--- src/rtl/dbg_halt_pkg.sv ---
package dbg_halt_pkg;
  typedef enum logic [1:0] {
    HS_RUN   = 2'd0,
    HS_DRAIN = 2'd1,
    HS_HALT  = 2'd2
  } halt_state_t;

  localparam int HALT_BIT   = 0;
  localparam int ENTRY_LSB  = 2;
  localparam int ENTRY_W    = 4;
  localparam int FORCE_BIT  = 10;
  localparam logic [ENTRY_W-1:0] ENTRY_EXT_REQ = 4'b0100;
endpackage

--- src/rtl/dbg_auth_decode.sv ---
module dbg_auth_decode (
  input  logic inv_en,
  input  logic noninv_en,
  output logic inv_ok,
  output logic noninv_ok
);
  always_comb begin
    inv_ok    = inv_en;
    noninv_ok = inv_en | noninv_en;
  end
endmodule

--- src/rtl/dbg_drain_track.sv ---
module dbg_drain_track #(
  parameter int CNT_W = 4
) (
  input  logic             clk,
  input  logic             rst_n,
  input  logic             draining,
  input  logic             barrier_done,
  input  logic [CNT_W-1:0] pending_cnt,
  output logic             drain_met
);
  logic barrier_seen;

  always_ff @(posedge clk or negedge rst_n) begin
    if (!rst_n)
      barrier_seen <= 1'b0;
    else if (!draining)
      barrier_seen <= 1'b0;
    else if (barrier_done)
      barrier_seen <= 1'b1;
  end

  always_comb drain_met = draining && (barrier_seen || barrier_done) &&
                          (pending_cnt == '0);

  p_stale_barrier_r12: assert property (@(posedge clk) disable iff (!rst_n)
    !draining |=> !barrier_seen);
endmodule

--- src/rtl/dbg_halt_fsm.sv ---
module dbg_halt_fsm
  import dbg_halt_pkg::*;
(
  input  logic        clk,
  input  logic        rst_n,
  input  logic        inv_ok,
  input  logic        halt_req,
  input  logic        drain_met,
  input  logic        restart,
  output halt_state_t state,
  output logic        enter_halt,
  output logic        done
);
  halt_state_t nxt;

  always_comb begin
    nxt        = state;
    enter_halt = 1'b0;
    case (state)
      HS_RUN:   if (halt_req && inv_ok) nxt = HS_DRAIN;
      HS_DRAIN: begin
        if (!halt_req)
          nxt = HS_RUN;
        else if (drain_met) begin
          nxt        = HS_HALT;
          enter_halt = 1'b1;
        end
      end
      HS_HALT:  if (restart) nxt = HS_RUN;
      default:  nxt = HS_RUN;
    endcase
  end

  always_ff @(posedge clk or negedge rst_n) begin
    if (!rst_n) begin
      state <= HS_RUN;
      done  <= 1'b0;
    end else begin
      state <= nxt;
      if (enter_halt)
        done <= 1'b1;
      else if (state == HS_HALT && restart)
        done <= 1'b0;
    end
  end

  p_no_perm_no_entry_r2: assert property (@(posedge clk) disable iff (!rst_n)
    (state == HS_RUN && !inv_ok) |=> state == HS_RUN);
  p_abort_on_drop_r8: assert property (@(posedge clk) disable iff (!rst_n)
    (state == HS_DRAIN && !halt_req) |=> state == HS_RUN);
  p_restart_clears_r9: assert property (@(posedge clk) disable iff (!rst_n)
    (state == HS_HALT && restart) |=> (!done && state == HS_RUN));
  p_halt_via_drain_r3: assert property (@(posedge clk) disable iff (!rst_n)
    (state == HS_HALT && $past(state) != HS_HALT) |-> $past(state) == HS_DRAIN);
endmodule

--- src/rtl/dbg_status_reg.sv ---
module dbg_status_reg
  import dbg_halt_pkg::*;
#(
  parameter int STAT_W = 32
) (
  input  logic              clk,
  input  logic              rst_n,
  input  logic              enter_halt,
  input  logic              halted,
  input  logic              wr,
  input  logic [STAT_W-1:0] wdata,
  output logic              force_ack,
  output logic [STAT_W-1:0] status
);
  localparam logic [STAT_W-1:0] WMASK = STAT_W'(1) << FORCE_BIT;

  logic [STAT_W-1:0]  sw_q;
  logic [ENTRY_W-1:0] entry_q;

  always_ff @(posedge clk or negedge rst_n) begin
    if (!rst_n) begin
      sw_q    <= '0;
      entry_q <= '0;
    end else begin
      if (wr) sw_q <= wdata & WMASK;
      if (enter_halt) entry_q <= ENTRY_EXT_REQ;
    end
  end

  always_comb begin
    status = sw_q;
    status[ENTRY_LSB +: ENTRY_W] = entry_q;
    status[HALT_BIT] = halted;
    force_ack = sw_q[FORCE_BIT];
  end

  p_entry_code_r4: assert property (@(posedge clk) disable iff (!rst_n)
    enter_halt |=> status[ENTRY_LSB +: ENTRY_W] == ENTRY_EXT_REQ);
  p_entry_sticky_r8: assert property (@(posedge clk) disable iff (!rst_n)
    !enter_halt |=> $stable(entry_q));
endmodule

--- src/rtl/dbg_halt_ctrl.sv ---
module dbg_halt_ctrl
  import dbg_halt_pkg::*;
#(
  parameter int CNT_W  = 4,
  parameter int STAT_W = 32
) (
  input  logic              clk,
  input  logic              rst_n,
  input  logic              dbg_inv_en,
  input  logic              dbg_noninv_en,
  input  logic              halt_req,
  input  logic              barrier_done,
  input  logic [CNT_W-1:0]  pending_cnt,
  input  logic              restart,
  input  logic              stat_wr,
  input  logic [STAT_W-1:0] stat_wdata,
  output logic              halt_ack,
  output logic              drain_done,
  output logic              invasive_ok,
  output logic              noninvasive_ok,
  output logic [STAT_W-1:0] status
);
  halt_state_t st;
  logic enter_halt, drain_met, force_ack, halted;

  dbg_auth_decode u_auth (
    .inv_en    (dbg_inv_en),
    .noninv_en (dbg_noninv_en),
    .inv_ok    (invasive_ok),
    .noninv_ok (noninvasive_ok)
  );

  dbg_drain_track #(.CNT_W(CNT_W)) u_drain (
    .clk          (clk),
    .rst_n        (rst_n),
    .draining     (st == HS_DRAIN),
    .barrier_done (barrier_done),
    .pending_cnt  (pending_cnt),
    .drain_met    (drain_met)
  );

  dbg_halt_fsm u_fsm (
    .clk        (clk),
    .rst_n      (rst_n),
    .inv_ok     (invasive_ok),
    .halt_req   (halt_req),
    .drain_met  (drain_met),
    .restart    (restart),
    .state      (st),
    .enter_halt (enter_halt),
    .done       (drain_done)
  );

  always_comb halted = (st == HS_HALT);

  dbg_status_reg #(.STAT_W(STAT_W)) u_stat (
    .clk        (clk),
    .rst_n      (rst_n),
    .enter_halt (enter_halt),
    .halted     (halted),
    .wr         (stat_wr),
    .wdata      (stat_wdata),
    .force_ack  (force_ack),
    .status     (status)
  );

  always_comb halt_ack = halted | force_ack;

  p_ack_when_halted_r5: assert property (@(posedge clk) disable iff (!rst_n)
    status[HALT_BIT] |-> halt_ack);
  p_forced_ack_r6: assert property (@(posedge clk) disable iff (!rst_n)
    status[FORCE_BIT] |-> halt_ack);
  p_done_needs_drain_r7: assert property (@(posedge clk) disable iff (!rst_n)
    $rose(drain_done) |-> $past(pending_cnt) == '0);
  p_busy_holds_r11: assert property (@(posedge clk) disable iff (!rst_n)
    (pending_cnt != '0 && !halted) |=> !halted);
  p_done_with_halt_r3: assert property (@(posedge clk) disable iff (!rst_n)
    drain_done == halted);
endmodule

--- config.mk ---
export PLATFORM = sky130hd
export DESIGN_NAME = dbg_halt_ctrl
export DESIGN_NICKNAME = d
export VERILOG_FILES = /design/src/rtl/dbg_halt_pkg.sv /design/src/rtl/dbg_auth_decode.sv /design/src/rtl/dbg_drain_track.sv /design/src/rtl/dbg_halt_fsm.sv /design/src/rtl/dbg_status_reg.sv /design/src/rtl/dbg_halt_ctrl.sv
export SDC_FILE = /design/constraint.sdc
export NUM_CORES = 1
export LEC_CHECK = 0
export BUFFER_PORTS_ARGS = -buffer_cell sky130_fd_sc_hd__buf_4
export CAP_MARGIN = 40
export CORE_AREA = 3 3 46 48
export DETAILED_ROUTE_END_ITERATION = 8
export DIE_AREA = 0 0 49 51
export GPL_TIMING_DRIVEN = 0
export HOLD_SLACK_MARGIN = 0.15
export PLACE_DENSITY = 0.8
export SETUP_SLACK_MARGIN = 0.2
export SLEW_MARGIN = 40
export SYNTH_ARGS = -nofsm -noshare
export SYNTH_HDL_FRONTEND = slang
export SYNTH_SLANG_ARGS = --single-unit
--- constraint.sdc ---
create_clock -name clk -period 2.4 [get_ports clk]
set_input_delay 0 -clock clk [delete_from_list [all_inputs] [get_ports clk]]
set_output_delay 0 -clock clk [all_outputs]
set_load 0.02 [all_outputs]
==> out/metrics.cfg <==
[critical_path]
cp_data_required_time_ns = 2.58
worst_path_max_delay_cell = dlygate4sd3_1
rr_worst_depth = 4
endpoint_kind = register
start_kind = primary input
worstPathMaxFanout = 3
crit_type = primary input to register
crit_path_cell_trace = dlygate4sd3_1 > buf_4 > nor4_4 > dlygate4sd3_1 > nand4b_1 > o21ai_0 > dlygate4sd3_1
critical_path.startpoint = pending_cnt[2]
crit_path_frequent_cell = dlygate4sd3_1
slowest_delay_ns = 0.60
r2r-start = u_fsm.state[0]$_DFFE_PN0P_
arrival_ns = 2.23

[timing]
worst_clock_skew_ns = 0.00222
rsz0062_at_grt = false
fin_crit_sh = 0.858
period_needed_ns = 2.06
finalMaxSlewViolations = 0
max_freq_mhz = 486
setup_viol = 0
hold_viol = 0
worst_slack_ns = 0.341
setup-tns-final_ns = 0

[route]
num_vias = 446
wl_met2_um = 689
drt_first_iter_violations = 0
top_layer_used = met3
wirelength_um = 1150
drtPass1Iterations = 1
detail_route.wl_per_cell_um = 8.01
ant_nets = 0
remaining_drc_errors = 0
via_per_inst = 3.10
wl_met1_um = 364
met3_length_um = 99

[clock_network]
clock_latency_ns = 0.24
clk_path_buf_depth = 2
clockRootBuffer = clkbuf_4
h-tree-depth = 1
cts.repair.resized = 0
cts_setup_buffers = 0
cts_tree = built
cts_buffers = 3
clkSlewWorstSetupHoldPaths_ns = 0.04
cts_hold_buf = 12
cts_sinks = 6

[global_route]
grt_pass1_wl_um = 1790
grt-ovfl-total = 0
grtUsageTotal = 0.0967
antenna_found_initial = 0
grt_pass1_vias = 432
grt_max_degree = 7

[floorplanning]
die-area_mm2 = 0.00250
ios = 80
die_y_um = 51
core-area_mm2 = 0.00175
num_rows = 15
dieWidth_um = 49
start_util = 0.295

[final_layout]
nNetsFinal = 165
antenna_cells = 0
layout-drive-gt1-share = 0.479
syn2layout_area_growth_pct = 82.0

[synth]
ys_warn_count = 0
synth_top_area_cell = buf_4
seq_area_frac_synth = 0.292
synth_cells = 57
synth_top_area_frac = 0.467
yosysUniqueCellTypes = 15
syn_avg_cell_area_um2 = 9.02
ys_ff_latch = 6
synth_area_leaders = buf_4 47%, dfrtp_1 29%, nor4_4 4.1%
netlist_area_um2 = 514

[pwr]
p_leak_uw = 0.000561
power_density_mw_per_mm2 = 401
vdd_ir_drop_max_v = 0.000197

[place]
dp_slack_ns = 1.46
dp.final_hpwl_um = 971
portBuffers = 19
gp_congestion = 0.684

[hold_path]
hold_class = primary input to output port
min_from = dbg_noninv_en
hold_depth = 3

[job]
drv_cap = 0

[run_status]
status = finished clean

## flip-flops by register name, summed over array words and instances, names as in the netlist
signal	flops
u_fsm.done	1
u_stat.entry_q	1
u_stat.sw_q	1
u_fsm.state	2
u_drain.barrier_seen	1
## cell usage in the layout (no fill, tap or decap)
cell and instances:
clkbuf_4 3, or2_2 1, dfrtp_1 6, nor4_4 1
a21oi_1 1, nor2_1 1, nand2_1 1, o21ai_0 2
nand2b_1 3, buf_4 51, o211ai_1 1, dlygate4sd3_1 12
nand4b_1 1, nor2b_1 2, mux2_2 1, conb_1 29
inv_1 3
## power by group
group | total (uW) | switching (uW) | internal (uW) | leakage (uW)
Sequential | 118 | 6.12 | 112 | 0.0000773
Clock | 89.5 | 33.1 | 56.3 | 0.0000138
Combinational | 168 | 83.6 | 84.1 | 0.000470
## layer usage
metal / up-vias / track usage
met5: - / 0
met4: 0 / 0.0521
met3: 0 / 0.0350
met2: 22 / 0.197
met1: 182 / 0.0796
li1: 242 / -
## worst max-delay path, delay by kind of cell
family / cells / cell delay, ns
buffers and inverters: 4 / 1.83
and+or+nand+nor: 2 / 0.31
AOI/OAI and AO/OA: 1 / 0.10
## per-stage QoR
stage                     std cells  area, um^2  power, uW  hold slack, ns  utilization
after floorplan                  85         619        227          -0.296            -
after global placement          129         793        266          -0.195        0.454
after detailed placement        129         793        269          -0.191        0.454
after CTS                       144         936        374           0.288        0.536
after global routing            144         936        400           0.296        0.536
final                           144         936        376           0.285        0.536
## kinds of logic after synthesis
kind of cell	count (synthesis)	share of synthesized area
DFF	6	0.292
buffers and inverters	35	0.489
other	1	0.00729
muxes	1	0.0219
and+or+nand+nor	10	0.146
AOI/OAI and AO/OA	4	0.0438
## area by class of cell
| class | count | area, um^2 |
|---|---|---|
| buffer | 32 | 240 |
| clock buffer | 3 | 22.5 |
| fill | 163 | 810 |
| inverter | 3 | 11.3 |
| multi-input combinational | 44 | 218 |
| sequential | 6 | 150 |
| tap | 25 | 31.3 |
| timing repair buffer | 31 | 263 |
## cell usage after synthesis
cell      instances
a21oi_1           1
buf_4            32
conb_1            1
dfrtp_1           6
inv_1             3
mux2_2            1
nand2_1           1
nand2b_1          3
nand4b_1          1
nor2_1            1
nor2b_1           2
nor4_4            1
o211ai_1          1
o21ai_0           2
or2_2             1
## final timing paths
kind / to / slack [ns]
min reg2reg: u_stat.entry_q[2]$_DFFE_PN0P_ / 0.50
max reg2reg: u_fsm.state[0]$_DFFE_PN0P_ / 0.56
min in group asynchronous: u_fsm.state[1]$_DFFE_PN0P_ / 0.70
max in group asynchronous: u_stat.entry_q[2]$_DFFE_PN0P_ / 1.48
min: noninvasive_ok / 0.29
max: u_fsm.state[1]$_DFFE_PN0P_ / 0.34
Power figures use the tool's default switching activity.
